### src/rtl/rstseq_pkg.sv
package rstseq_pkg;
  typedef enum logic [1:0] {MODE_RUN, MODE_HALT, MODE_START} mode_e;
  typedef enum logic [1:0] {KIND_COLD, KIND_WARM, KIND_WAKE} kind_e;

  // strobes from control to datapath
  typedef struct packed {
    logic cntClr;
    logic cntInc;
    logic toSet;
    logic toClr;
    logic pdSet;
    logic pdClr;
  } dpCmd_t;
endpackage

### src/rtl/rstseq_dp.sv
module rstseq_dp
  import rstseq_pkg::*;
#(
  parameter int CNT_W = 10
) (
  input  logic   clk,
  input  logic   porN,
  input  dpCmd_t cmd,
  output logic   cntDone,
  output logic   flagTo,
  output logic   flagPd
);
  localparam logic [CNT_W-1:0] CNT_MAX = {CNT_W{1'b1}};

  logic [CNT_W-1:0] cnt;

  always_ff @(posedge clk or negedge porN) begin
    if (!porN)            cnt <= '0;
    else if (cmd.cntClr)  cnt <= '0;
    else if (cmd.cntInc)  cnt <= cnt + 1'b1;
  end

  assign cntDone = (cnt == CNT_MAX);

  always_ff @(posedge clk or negedge porN) begin
    if (!porN) begin
      flagTo <= 1'b0;
      flagPd <= 1'b0;
    end else begin
      if (cmd.toSet)      flagTo <= 1'b1;
      else if (cmd.toClr) flagTo <= 1'b0;
      if (cmd.pdSet)      flagPd <= 1'b1;
      else if (cmd.pdClr) flagPd <= 1'b0;
    end
  end

  assert_cnt_restart_R2: assert property (@(posedge clk) disable iff (!porN)
    cmd.cntClr |=> (cnt == '0));

  assert_to_set_R4: assert property (@(posedge clk) disable iff (!porN)
    cmd.toSet |=> flagTo);
endmodule

### src/rtl/rstseq_ctrl.sv
module rstseq_ctrl
  import rstseq_pkg::*;
#(
  parameter int SYNC_STAGES = 2
) (
  input  logic   clk,
  input  logic   porN,
  input  logic   pinRstN,
  input  logic   wdtTimeout,
  input  logic   haltCmd,
  input  logic   wdtClr,
  input  logic   wakeEvt,
  input  logic   cntDone,
  output dpCmd_t cmd,
  output logic   cpuRun,
  output logic   coldRst,
  output logic   warmRst
);
  logic [SYNC_STAGES-1:0] syncQ;
  logic  pinLow;
  mode_e mode, modeNext;
  kind_e kind, kindNext;

  always_ff @(posedge clk or negedge porN) begin
    if (!porN) syncQ <= '1;
    else       syncQ <= {syncQ[SYNC_STAGES-2:0], pinRstN};
  end

  assign pinLow = ~syncQ[SYNC_STAGES-1];

  always_comb begin
    modeNext = mode;
    kindNext = kind;
    cmd      = '0;
    if (pinLow) begin
      modeNext   = MODE_START;
      kindNext   = KIND_COLD;
      cmd.cntClr = 1'b1;
      if (mode == MODE_HALT) begin
        cmd.toClr = 1'b1;
        cmd.pdSet = 1'b1;
      end
    end else begin
      case (mode)
        MODE_RUN: begin
          if (wdtTimeout) begin
            modeNext   = MODE_START;
            kindNext   = KIND_COLD;
            cmd.cntClr = 1'b1;
            cmd.toSet  = 1'b1;
          end else if (haltCmd) begin
            modeNext  = MODE_HALT;
            cmd.pdSet = 1'b1;
          end else if (wdtClr) begin
            cmd.pdClr = 1'b1;
          end
        end
        MODE_HALT: begin
          if (wdtTimeout) begin
            modeNext   = MODE_START;
            kindNext   = KIND_WARM;
            cmd.cntClr = 1'b1;
            cmd.toSet  = 1'b1;
            cmd.pdSet  = 1'b1;
          end else if (wakeEvt) begin
            modeNext   = MODE_START;
            kindNext   = KIND_WAKE;
            cmd.cntClr = 1'b1;
          end
        end
        default: begin
          if (cntDone) modeNext   = MODE_RUN;
          else         cmd.cntInc = 1'b1;
        end
      endcase
    end
  end

  always_ff @(posedge clk or negedge porN) begin
    if (!porN) begin
      mode <= MODE_START;
      kind <= KIND_COLD;
    end else begin
      mode <= modeNext;
      kind <= kindNext;
    end
  end

  assign cpuRun  = (mode == MODE_RUN);
  assign coldRst = (mode == MODE_START) && (kind == KIND_COLD);
  assign warmRst = (mode == MODE_START) && (kind == KIND_WARM);

  assert_run_after_count_R2: assert property (@(posedge clk) disable iff (!porN)
    (mode == MODE_START && cntDone && !pinLow) |=> cpuRun);

  assert_pin_holds_cold_R7: assert property (@(posedge clk) disable iff (!porN)
    pinLow |=> coldRst);
endmodule

### src/rtl/rstseq_top.sv
module rstseq_top
  import rstseq_pkg::*;
#(
  parameter int CNT_W       = 10,
  parameter int SYNC_STAGES = 2
) (
  input  logic clk,
  input  logic porN,
  input  logic pinRstN,
  input  logic wdtTimeout,
  input  logic haltCmd,
  input  logic wdtClr,
  input  logic wakeEvt,
  output logic coldRst,
  output logic warmRst,
  output logic cpuRun,
  output logic flagTo,
  output logic flagPd
);
  dpCmd_t cmd;
  logic   cntDone;

  rstseq_ctrl #(.SYNC_STAGES(SYNC_STAGES)) u_ctrl (
    .clk(clk), .porN(porN), .pinRstN(pinRstN), .wdtTimeout(wdtTimeout),
    .haltCmd(haltCmd), .wdtClr(wdtClr), .wakeEvt(wakeEvt), .cntDone(cntDone),
    .cmd(cmd), .cpuRun(cpuRun), .coldRst(coldRst), .warmRst(warmRst)
  );

  rstseq_dp #(.CNT_W(CNT_W)) u_dp (
    .clk(clk), .porN(porN), .cmd(cmd), .cntDone(cntDone),
    .flagTo(flagTo), .flagPd(flagPd)
  );

  // halted or waking: power-down flag must be set
  assert_halt_pd_R3: assert property (@(posedge clk) disable iff (!porN)
    (!cpuRun && !coldRst && !warmRst) |-> flagPd);

  assert_warm_flags_R5: assert property (@(posedge clk) disable iff (!porN)
    warmRst |-> (flagTo && flagPd));
endmodule

### config.mk
export PLATFORM = sky130hd
export DESIGN_NAME = rstseq_top
export DESIGN_NICKNAME = d
export VERILOG_FILES = /design/src/rtl/rstseq_pkg.sv /design/src/rtl/rstseq_dp.sv /design/src/rtl/rstseq_ctrl.sv /design/src/rtl/rstseq_top.sv
export SDC_FILE = /design/constraint.sdc
export NUM_CORES = 1
export LEC_CHECK = 0
export BUFFER_PORTS_ARGS = -buffer_cell sky130_fd_sc_hd__buf_4
export CAP_MARGIN = 20
export CORE_MARGIN = 2
export CORE_UTILIZATION = 49
export DETAILED_ROUTE_END_ITERATION = 8
export GPL_TIMING_DRIVEN = 0
export PLACE_DENSITY = 0.83
export SLEW_MARGIN = 20
export SYNTH_ARGS = -nofsm -noshare
export SYNTH_HDL_FRONTEND = slang
export SYNTH_SLANG_ARGS = --single-unit
### constraint.sdc
create_clock -name clk -period 1.9 [get_ports clk]
set_clock_uncertainty 0.2 [all_clocks]
set_input_delay 0.19 -clock clk [delete_from_list [all_inputs] [get_ports clk]]
set_output_delay 0.19 -clock clk [all_outputs]
set_load 0.05 [all_outputs]
[After elaboration in Yosys (flattened, before gate mapping)]
Cells that the tools add are included.
Word-level totals
  flip-flop bits (word level): 18
  latch bits: 0
  RAM bits: 0
  bits in read-only memories: 0
  input port bits: 7
  output and inout bits: 5
  word-level logic and storage cells: 62
  memories: 0
Operators by class
  $add $sub $neg: 1
  $mul: 0
  divide/modulo/power cells: 0
  $lt $le $gt $ge: 0
  eq/ne operators: 9
  shifts and indexed selects: 0
  mux-type cells: 36
  bitwise gates (word level): 0
  reduce and logical (&&, ||, !) cells: 10
Operators with widths (number)
  $mux 2: 12
  $mux 10: 2
  $mux 1: 18
  $ne 4x4->1 const B: 3
  $add 10x1->10 const B: 1
  $eq 10x10->1 const B: 1
  $pmux 2 s2: 2
  $ne 3x3->1 const B: 2
  $reduce_and 3->1: 2
  $reduce_bool 2->1: 3
  $eq 2x1->1 const B: 2
  $logic_not 2->1: 2
  $pmux 1 s2: 2
  $eq 2x2->1 const B: 1
  $logic_and 1x1->1: 2
  $reduce_or 2->1: 1

[Logic depth before layout (Yosys ltp)]
Gate-level depths: netlist of run 1.
  depth after elaboration: 7
  gate-level depth with buffers: 6
  gate-level depth less buffers: 5

[Hierarchy]
Synthesis of run 1 repeated with hierarchy kept, for this count alone.
Second synthesis, totals
  cell total of the unflattened synthesis: 89
  area total of the unflattened synthesis: 925.9 um^2
Modules (own cells, without submodules)
  rstseq_dp: instances 1, cells each 55, area each 576.8 um^2, seq. area each 300.3 um^2
  rstseq_ctrl: instances 1, cells each 34, area each 349.1 um^2, seq. area each 153.9 um^2

[Worst setup path before layout of run 1]
No wires, ideal clock.
  path kind: flip-flop to output port
  from: register u_ctrl.mode[1]
  to: output coldRst
  data arrival time: 2.407 ns
  required time: 1.510 ns
  setup slack: -0.897 ns
  stages on the path, launching flop included: 3
  buffers on the path: 1
  cells stage by stage: dfstp_2 > clkbuf_1 > nor4b_1
On the way
  cells in the longest elaborated chain, start to end: 2
RTL lines
  from (decl): line rstseq_ctrl.sv:21  | mode_e mode, modeNext;
  from (signal assigned): line rstseq_ctrl.sv:84  | mode <= modeNext;
  $eq 2x2->1: line rstseq_ctrl.sv:90  | assign coldRst = (mode == MODE_START) && (kind == KIND_COLD);
  $logic_and 1x1->1: line rstseq_ctrl.sv:90
  to (decl): line rstseq_top.sv:14  | output logic coldRst,
Every way passes these cells.

[Worst setup path in the final report of run 1]
  from: register u_dp.cnt[5]
  to: register u_dp.cnt[9]
On the way
  cells in the longest elaborated chain, start to end: 5
  elaborated cells on any way between the ends: 8
  those cells by class: add/sub: 1; eq/ne: 1; mux: 5; reduce/logical: 1
RTL lines
  from (decl): line rstseq_dp.sv:15  | logic [CNT_W-1:0] cnt;
  from (signal assigned): line rstseq_dp.sv:20  | else if (cmd.cntInc) cnt <= cnt + 1'b1;
  parallel branches: the longest is 5 deep, another holds $add 10x1->10
Parallel ways; which one is timed is not known. The select of a mux whose other input is x is not followed.
A chain may end at the register's enable or synchronous reset.

==> metrics.md, run 1 <==
| Metric | Value |
|---|---|
| Num CTS Buffers | 3 |
| Initial DRC Count | 12 |
| H-tree levels | 1 |
| Syn avg cell area | around 10 µm² |
| Slew Viols, Final | 0 |
| Placed cells | 125 |
| Sequential Power Share | 0.448 |
| PwrDens | 850 nW/µm² |
| Worst-margin pin slew | 0.661 ns |
| Sw Pwr | roughly 0.34 mW |
| Final RePlAce weighted congestion | 0.822 |
| WP data arrival | 1.86 ns |
| Hold crit path type | input port to flop |
| WHS Path Cells | 3 |
| Die height | 46.9 µm |
| Synthesized flop and latch total | 18 |
| Root Driver | clkbuf_4 |
| Largest net degree at the start of global routing | 19 |
| Crit path time final | 1.84 ns |
| Area after DPL | around 1000 µm² |
| Setup violations, final | 0 |
| Fin crit share | 0.969 |
| Initial antenna violation count | 0 |
| DRC viols | 0 |
| Layout area overhead | 30.4% |
| Row cnt | 15 |
| Die width | 46.9 µm |
| Detailed Route WL | about 1.9 mm |
| Final Net Count | around 120 |
| RSZ-0062 raised after global routing | yes |
| Seq/Total Area, Yosys | 0.504 |
| Final Non-Filler Cells | 137 |
| Maximum clock path buffer count | 2 |
| Routed len/inst | 13.6 µm |
| CTS tree | done |
| Status | finished, final reports clean |
| Number of global-route vias before repair | ~650 |
| Max Freq | ~0.54 GHz |
| N_diodes | 0 |
| Post-Syn Instances | 89 |
| First-pass GRT wire length | 2.72 mm |
| # IOs | 12 |
| Post-DP HPWL | 1.28 mm |
| VDD IR-drop max | around 0.00053 V |
| CP Class | flop to flop |
| Port bufs | 11 |
| Sink Count | 18 |
| Synth unique cells | 34 |
| Path depth of the worst reg2reg path | 4 |
| Fin. Hold Viols | 0 |
| Mapped Area | approximately 900 µm² |
| Critical Path Start Type | flop |
| Initial core utilization | 0.522 |
| Detailed-route via count | 764 |
| Syn. warnings | 0 |
| Total core area | 1730 µm² |
| Clock Power Share | 0.231 |
| DRT antenna net count | 0 |
| Design area | 1170 µm² |
| Critical path capture point type | flop |
| Share of cells above drive strength 1 | 0.321 |
| Die area | 2200 µm² |
| Internal | 0.660 mW |
| Worst-path maximum fanout | 4 |
| Via density | roughly 5.6 |
| Post-Syn Nets | 97 |
| Hold WS | 0.00157 ns |
| Slew HR | 0.555 |
| Setup TNS Final | 0 ns |
| Combinational power share | 0.321 |
| Clk Latency, worst-skew pair | about 0.29 ns |
| Clk pin slew, worst setup/hold paths | 0.10 ns |
| Initial DRT Pass Iterations | 4 |
| Max Cap Viol | 0 |
| Sw frac | 0.339 |
| Remaining Overflow, GRT | 0 |
| GRT Util Overall | 0.177 |
| WP data required | approximately 1.9 ns |
| LEAKAGE | 0.485 nW |
[power groups by stage]
stage	Clock (mW)	Combinational (mW)	Sequential [mW]
final	0.230	0.321	0.448
after global routing	0.254	0.347	0.451
after CTS	0.235	0.296	0.446
after detailed placement	0	0.281	0.454
after global placement	0	0.275	0.450
after floorplan	0	0.175	0.477
[layout make-up]
cell class              count  area [µm²]
clock buffers               4        36.3
fillers                   149         552
inverters                   3        11.3
well taps                  25        31.3
flip-flops and latches     18         458
plain buffers               3        20.0
multi-input cells          65         460
repair buffers             19         158
[layer usage]
layer / track usage / share of wire / vias up
li1: - / - / 382
met1: 0.234 / 0.45 / 365
met2: 0.290 / 0.51 / 13
met3: 0.0231 / 0.026 / 4
met4: 0.0833 / 0.013 / 0
met5: 0 / 0 / -
[cell usage in the layout (no fill, tap or decap), drive strengths merged, types with 2 or more instances in the layout]
cell         instances
a31oi                2
dfrtp               15
clkbuf               4
dlygate4sd3          3
nor4b                2
o31ai                5
buf                 19
a21boi               2
inv                  3
or3                  2
o41ai                2
dfstp                3
a21oi                5
nand2                7
o21ai                6
o211ai               3
o311ai               2
nand3                4
nor2                 9
[what timing repair did]
action	CTS	global route
hold buffers	3	0
pin swaps	1	1
endpoints found under the setup margin	7	11
buffers inserted	3	2
gates resized for setup	4	12
hold endpoints to repair	20	0
[stage by stage]
stage	util	setup slack (ns)	total power, mW
after floorplan	-	-0.208	0.651
final	0.680	0.0597	0.999
after CTS	0.658	0.00767	0.978
after detailed placement	0.600	-0.0557	0.734
after global routing	0.680	-0.00938	1.05
after global placement	0.600	0.00153	0.725
[sequential cells by signal (all words and copies together) (netlist names)]
register	flops
u_ctrl.mode	2
u_dp.flagTo	1
u_ctrl.syncQ	2
u_ctrl.kind	2
u_dp.cnt	10
u_dp.flagPd	1
[kinds of logic after synthesis]
group	Yosys count	synth area share
XOR/XNOR	2	0.0194
flip-flops	18	0.504
AND/OR/NAND/NOR	31	0.185
multiplexers	1	0.0111
adder cells (fa/ha/maj)	1	0.0139
buffers and inverters	6	0.0264
AO/OA/AOI/OAI	30	0.240
[synthesized netlist by cell type (all sizes together)]
| master | n | share of area |
|---|---|---|
| o211ai | 3 | 0.025 |
| o31a | 1 | 0.0097 |
| o21ai | 6 | 0.033 |
| or3 | 2 | 0.015 |
| nand3 | 4 | 0.022 |
| a2bb2oi | 1 | 0.0097 |
| a21oi | 5 | 0.028 |
| buf | 1 | 0.0056 |
| o21a | 1 | 0.0083 |
| nand2b | 1 | 0.0069 |
| a31oi | 2 | 0.014 |
| nor4bb | 1 | 0.011 |
| o311ai | 2 | 0.019 |
| dfrtp | 15 | 0.42 |
| dfstp | 3 | 0.088 |
| xnor2 | 1 | 0.0097 |
| nor2 | 9 | 0.037 |
| nor2b | 1 | 0.0069 |
| inv | 3 | 0.012 |
| nor4b | 2 | 0.019 |
| clkbuf | 2 | 0.0083 |
| a21boi | 2 | 0.017 |
| o31ai | 5 | 0.057 |
| or4 | 1 | 0.0083 |
| mux2i | 1 | 0.011 |
| or2 | 1 | 0.0069 |
| nand4 | 1 | 0.014 |
| o41ai | 2 | 0.019 |
| nand2 | 7 | 0.029 |
| xor2 | 1 | 0.0097 |
| ha | 1 | 0.014 |
| and2 | 1 | 0.0069 |
[final timing paths]
| kind | from | endpoint | slack [ns] |
|---|---|---|---|
| worst max-delay path | u_dp.cnt[5] | u_dp.cnt[9] | 0.06 |
| max in group asynchronous | porN | u_ctrl.mode[1] | 1.15 |
| min in group asynchronous | porN | u_dp.cnt[1] | 0.09 |
| worst min register to register | u_ctrl.syncQ[0] | u_ctrl.syncQ[1] | 0.16 |
| worst max register to register | u_dp.cnt[5] | u_dp.cnt[9] | 0.06 |
| worst min-delay path | wakeEvt | u_ctrl.mode[0] | 0.002 |
[worst max-delay path, cell delays in order (launching register included)]
cell,delay [ns]
dfrtp_1,0.42
nand4_2,0.17
or2_1,0.31
or4_1,0.52
a21oi_1,0.15
Power figures use the tool's default switching activity.
==> inputs of run 2 (changes only) <==
REMOVE_ABC_BUFFERS = 1   (was default)
==> run 2 against run 1 <==
Maximum frequency shrank 1.5%. Worst setup slack lost 0.028 ns. Flip-flop and latch count is the same. Register-to-register slack lost 0.03 ns. Non-clock buffer count shrank 1. Power shrank 7.6%. Largest cell class is now flip-flops and latches. Via count grew 1.7%.
==> metrics.md, run 2 (same netlist as run 1, synthesis figures left out) <==
| Metric | Value |
|---|---|
| Status | finished, final reports clean |
| Detailed Route WL | 1.86 mm |
| Critical Path, Cell by Cell | buf_4, nor4bb_1, buf_4 |
| Root Driver | clkbuf_4 |
| Post-DP HPWL | around 1.2 mm |
| Worst-path maximum fanout | 6 |
| Routed len/inst | 13.6 µm |
| Initial core utilization | 0.522 |
| Commonest non-fill, non-tap cell in the layout | buf_4 |
| Die height | about 47 µm |
| Total core area | 1730 µm² |
| Final RePlAce weighted congestion | ~0.80 |
| Num CTS Buffers | 3 |
| Most frequent cell on the critical path | buf_4 |
| Row cnt | 15 |
| Initial DRC Count | 22 |
| DRT antenna net count | 0 |
| Clk pin slew, worst setup/hold paths | between 0.1 and 0.15 ns |
| Worst-margin pin slew | about 0.43 ns |
| DRT met1 WL | 831 µm |
| LEAKAGE | roughly 0.46 nW |
| Met3 WL | 82 µm |
| Max FFs per register | 10 |
| CTS tree | done |
| N_diodes | 0 |
| Max Freq | 0.535 GHz |
| Slew Viols, Final | 0 |
| Critical Path Start Type | flop |
| Setup violations, final | 0 |
| Via density | 5.71 |
| DR top layer | met4 |
| Commonest cells after routing, fill and taps aside | buf_4, dfrtp_1, nor2_1, nand2_1 |
| Die area | 2200 µm² |
| GRT Util Overall | 0.197 |
| Slowest cell on crit path | dfstp_2 |
| First-pass GRT wire length | 2.97 mm |
| CP Class | flop to output pin |
| Hold crit path type | input port to async pin |
| Detailed-route via count | just under 800 |
| Die width | 46.9 µm |
| DRC viols | 0 |
| Met2 Wirelength | ~930 µm |
| VDD IR-drop max | 0.000513 V |
| Share of cells above drive strength 1 | 0.315 |
| Critical path capture point type | output pin |
| Crit path time final | 1.87 ns |
| Slew HR | 0.708 |
| RSZ-0062 raised after global routing | no |
| PwrDens | between 800 and 900 nW/µm² |
| Fin. Hold Viols | 0 |
| Design area | 1150 µm² |
| Remaining Overflow, GRT | 0 |
| Area after DPL | 1000 µm² |
| Area occupied by multi-input gates | 455 µm² |
| Placed cells | 122 |
| Initial antenna violation count | 0 |
| Sequential cell area | 460 µm² |
| Largest stage delay on the critical path | 0.59 ns |
| Hold WS | approximately 0.09 ns |
| Maximum clock path buffer count | 2 |
| Number of global-route vias before repair | around 700 |
| H-tree levels | 1 |
| # fillers | 148 |
| Fin crit share | 0.983 |
| Top reg by flops | u_dp.cnt |
| Port bufs | 11 |
| Sink Count | 18 |
| Max Cap Viol | 0 |
| # IOs | 12 |
| Final Non-Filler Cells | 136 |
| WP data arrival | about 1.5 ns |
| Final Net Count | 120 |
| WP data required | 1.51 ns |
| Setup TNS Final | 0 ns |
| Layout area overhead | 27.9% |
| Total power | between 0.9 and 1 mW |
| Initial DRT Pass Iterations | 5 |
| Clk Latency, worst-skew pair | 0.29 ns |
| Largest net degree at the start of global routing | 19 |
run 2: timing repair:
item | in CTS | in global routing
endpoints found under the hold margin | 21 | 0
buffers inserted | 6 | 0
pin swaps | 1 | 2
hold buffers | 4 | 0
gates resized for setup | 2 | 10
endpoints found under the setup margin | 10 | 6
run 2: cell type report:
type / count / share of cell area
multi-input cells: 65 / 0.395
flip-flops and latches: 18 / 0.400
inverters: 3 / 0.00977
well taps: 25 / 0.0271
repair buffers: 21 / 0.145
clock buffers: 4 / 0.0228
run 2: routing by layer:
metal  up-vias  global-route usage
met5         -                   0
li1        379                   -
met2        23               0.315
met1       373               0.256
met3         2              0.0500
met4         0              0.0778
run 2: critical path, delay by kind of cell (launching register included):
| kind | cells | cell delay (ns) |
|---|---|---|
| DFF | 1 | 0.59 |
| buffers and inverters | 2 | 0.38 |
| and+or+nand+nor | 1 | 0.21 |
run 2: path summary, 6_finish.rpt:
kind	start	endpoint	slack, ns	cells past startpoint
min	porN	u_dp.cnt[6]	0.09	2
max in group asynchronous	porN	u_ctrl.syncQ[1]	1.13	2
min reg2reg	u_ctrl.syncQ[0]	u_ctrl.syncQ[1]	0.16	0
min in group clk	wdtClr	u_dp.flagPd	0.09	3
max	u_ctrl.mode[1]	warmRst	0.03	3
max reg2reg	u_ctrl.mode[1]	u_dp.cnt[9]	0.03	5
run 2: stage by stage:
| stage | setup WS, ns | utilization |
|---|---|---|
| after floorplan | -0.716 | - |
| after global placement | -0.0652 | 0.580 |
| after detailed placement | -0.127 | 0.580 |
| after CTS | 0.0167 | 0.649 |
| after global routing | 0.00129 | 0.667 |
| final | 0.0317 | 0.667 |
run 2: report_power, final:
| group | internal (mW) | leakage [nW] | total [mW] | switching, mW |
|---|---|---|---|---|
| registers | 0.418 | 0.224 | 0.470 | 0.0526 |
| logic | 0.104 | 0.220 | 0.259 | 0.155 |
| clock network | 0.0816 | 0.0150 | 0.194 | 0.113 |
==> inputs of run 3 (changes only) <==
MAX_ROUTING_LAYER = met4   (was default)
SYNTH_HIERARCHICAL = 1   (was default)
==> run 3 against run 2 <==
The run now ends with negative setup slack left. Utilization increased by 8.4 points. Via count increased by 4.4%. Worst setup slack got worse by 0.24 ns. Area after synthesis increased by 2.8%. Critical path depth increased by 4. Cell count increased by 7.4%. Combinational power decreased by 68%. Critical endpoint is now u_dp/cnt[9].
==> metrics.md, run 3 <==
| Metric | Value |
|---|---|
| Status | finished with violations |
| Failing checks | negative setup slack |
| Synthesized flop and latch total | 18 |
| Num CTS Buffers | 3 |
| Post-synth EDFFs | 0 |
| Seq/Total Area, Yosys | 0.491 |
| LEAKAGE | ~0.59 nW |
| Die area | 2250 µm² |
| Via density | roughly 5.6 |
| Port bufs | 11 |
| Largest area contributor in the netlist | dfrtp_1 |
| Commonest cells post-synth | dfrtp_1, nor2_1, a21oi_1 |
| FF-to-FF Start | u_dp/cnt[1] |
| Final WS setup | -0.210 ns |
| Setup TNS Final | -1.12 ns |
| CP Class | flop to flop |
| Final Net Count | 130 |
| Detailed Route WL | 2.27 mm |
| Min-delay src | wdtTimeout |
| Initial core utilization | 0.530 |
| WHS Path Cells | 3 |
| Row cnt | 15 |
| Post-DP HPWL | about 1.2 mm |
| Fin crit share | 1.11 |
| PwrDens | 552 nW/µm² |
| Top reg by flops | u_dp/cnt |
| Initial DRC Count | 17 |
| Remaining Overflow, GRT | 0 |
| WHS Endpoint | u_ctrl/kind[1] |
| DRT antenna net count | 0 |
| Detailed-route via count | 811 |
| H-tree levels | 1 |
| Critical path capture point type | flop |
| Layout area overhead | 41.6% |
| Mapped Area | 926 µm² |
| # IOs | 12 |
| R2r endpoint | u_dp/cnt[9] |
| Slew Viols, Final | 0 |
| WP data required | ~1.9 ns |
| Post-Syn Instances | 89 |
| Fin. Hold Viols | 0 |
| Synth unique cells | 37 |
| Total power | 0.724 mW |
| Critical Path Start Type | flop |
| DRC viols | 0 |
| Yosys top cell area share | 0.405 |
| WP data arrival | 2.14 ns |
| Clk pin slew, worst setup/hold paths | 0.11 ns |
| Setup violations, final | 10 |
| Largest stage delay on the critical path | 0.48 ns |
| Root Driver | clkbuf_4 |
| Commonest non-fill, non-tap cell in the layout | buf_4 |
| Clk Latency, worst-skew pair | around 0.29 ns |
| R2r setup slk | -0.21 ns |
| Max Freq | 0.474 GHz |
| Largest net degree at the start of global routing | 19 |
| Slowest cell on crit path | or4_1 |
| Post-synth top flop | dfrtp_1 |
| Initial DRT Pass Iterations | 4 |
| Async SR Flop Fraction | 1.00 |
| GRT Util Overall | 0.206 |
| Total core area | 1750 µm² |
| Max FFs per register | 10 |
| Syn avg cell area | 10.4 µm² |
| Slew HR | 0.783 |
| Initial antenna violation count | 0 |
| Critical Path, Cell by Cell | ha_4, nand3_4, nor3_4, and3b_2, o2111ai_4, or4_1, a21oi_1 |
| Share of cells above drive strength 1 | 0.463 |
| Sink Count | 18 |
| Most frequent cell after synthesis | dfrtp_1 |
| Syn. warnings | 6 |
| RSZ-0062 raised after global routing | yes |
| Die height | around 47 µm |
| Number of global-route vias before repair | 718 |
| CTS tree | done |
| Maximum clock path buffer count | 2 |
| Die width | 47.5 µm |
| Max Cap Viol | 0 |
| Routed len/inst | 15.5 µm |
| Worst-path maximum fanout | 4 |
| Final RePlAce weighted congestion | 0.756 |
| First-pass GRT wire length | 3.09 mm |
| N_diodes | 0 |
| Hold crit path type | input port to flop |
| Commonest cells after routing, fill and taps aside | buf_4, dfrtp_1, nor2_1, a21oi_1 |
| Path depth of the worst reg2reg path | 7 |
| Worst-margin pin slew | 0.323 ns |
| Top cells by area, synth | dfrtp_1, dfstp_2, a21oi_1 |
| VDD IR-drop max | 0.000674 V |
| Crit path time final | about 2.1 ns |
[run 3: cell count changes after synthesis, sizes merged, moves of 2 or more]
cell | before | now
o311ai | 2 | 0
nor3 | 0 | 2
xor2 | 1 | 3
o211ai | 3 | 0
o41ai | 2 | 0
a21o | 0 | 2
nor3b | 0 | 2
a21oi | 5 | 7
nand2 | 7 | 4
a21boi | 2 | 0
buf | 1 | 3
inv | 3 | 5
o31ai | 5 | 2
[run 3: cells by family after synthesis]
family / Yosys count / share of synthesized area
mux: 1 / 0.0108
xor+xnor: 4 / 0.0378
compound gates: 21 / 0.155
buf+inv: 9 / 0.0473
fa+ha+maj: 1 / 0.0135
flops: 18 / 0.491
simple gates: 35 / 0.245
[run 3: worst max-delay path by stage]
stage,to,start,depth (start not counted)
after floorplan,coldRst,u_ctrl/mode[1],2
after global placement,u_dp/cnt[9],u_dp/cnt[0],7
after detailed placement,u_dp/cnt[9],u_dp/cnt[0],7
after CTS,u_dp/cnt[9],u_dp/cnt[0],7
after global routing,u_dp/cnt[4],u_dp/cnt[5],9
final,u_dp/cnt[9],u_dp/cnt[1],7
[run 3: critical path: cells and delay by family, from the launching register on]
family | cells | cell delay (ns)
AND/OR/NAND/NOR | 4 | 0.94
flip-flops | 1 | 0.43
AO/OA/AOI/OAI | 2 | 0.28
adder cells (fa/ha/maj) | 1 | 0.19
[run 3: where the power goes]
group          leakage (nW)  total [mW]  switching, mW  internal (mW)
sequential            0.236       0.399        0.00789          0.391
combinational         0.330      0.0835         0.0394         0.0441
clock                0.0210       0.241          0.124          0.117
total                 0.587       0.724          0.172          0.552
[run 3: final cells by class]
class	instances	area (µm²)
Multi-Input combinational cell	62	502
Sequential cell	18	457
Fill cell	103	434
Timing Repair Buffer	32	263
Clock buffer	4	36.3
Tap cell	25	31.3
Inverter	5	22.5
[run 3: repair_timing]
| action | CTS | global route |
|---|---|---|
| buffers inserted | 10 | 8 |
| pin swaps | 3 | 6 |
| gates cloned | 0 | 0 |
| gates resized for setup | 7 | 14 |
| hold endpoints to repair | 20 | 0 |
| setup endpoints to repair | 9 | 10 |
| hold buffers | 3 | 0 |
[run 3: stage by stage]
| stage | setup WS (ns) | utilization | hold WS (ns) | cell area (µm²) | instances |
|---|---|---|---|---|---|
| 6_report | -0.210 | 0.751 | 0.0551 | 1310 | 146 |
| 5_1_grt | -0.315 | 0.751 | 0.0526 | 1310 | 146 |
| 4_1_cts | -0.150 | 0.678 | 0.0460 | 1180 | 138 |
| 3_5_place_dp | -0.409 | 0.581 | -0.132 | 1010 | 121 |
| 3_3_place_gp | -0.385 | 0.581 | -0.134 | 1010 | 121 |
| 2_1_floorplan | -0.691 | - | -0.306 | 901 | 85 |
[run 3: layer usage]
layer | up-vias | wire length [µm] | track usage
met5 | - | 0 | -
met4 | 0 | 63 | 0.100
met1 | 400 | 1070 | 0.263
met3 | 6 | 54 | 0.0340
met2 | 20 | 1080 | 0.316
li1 | 385 | - | -
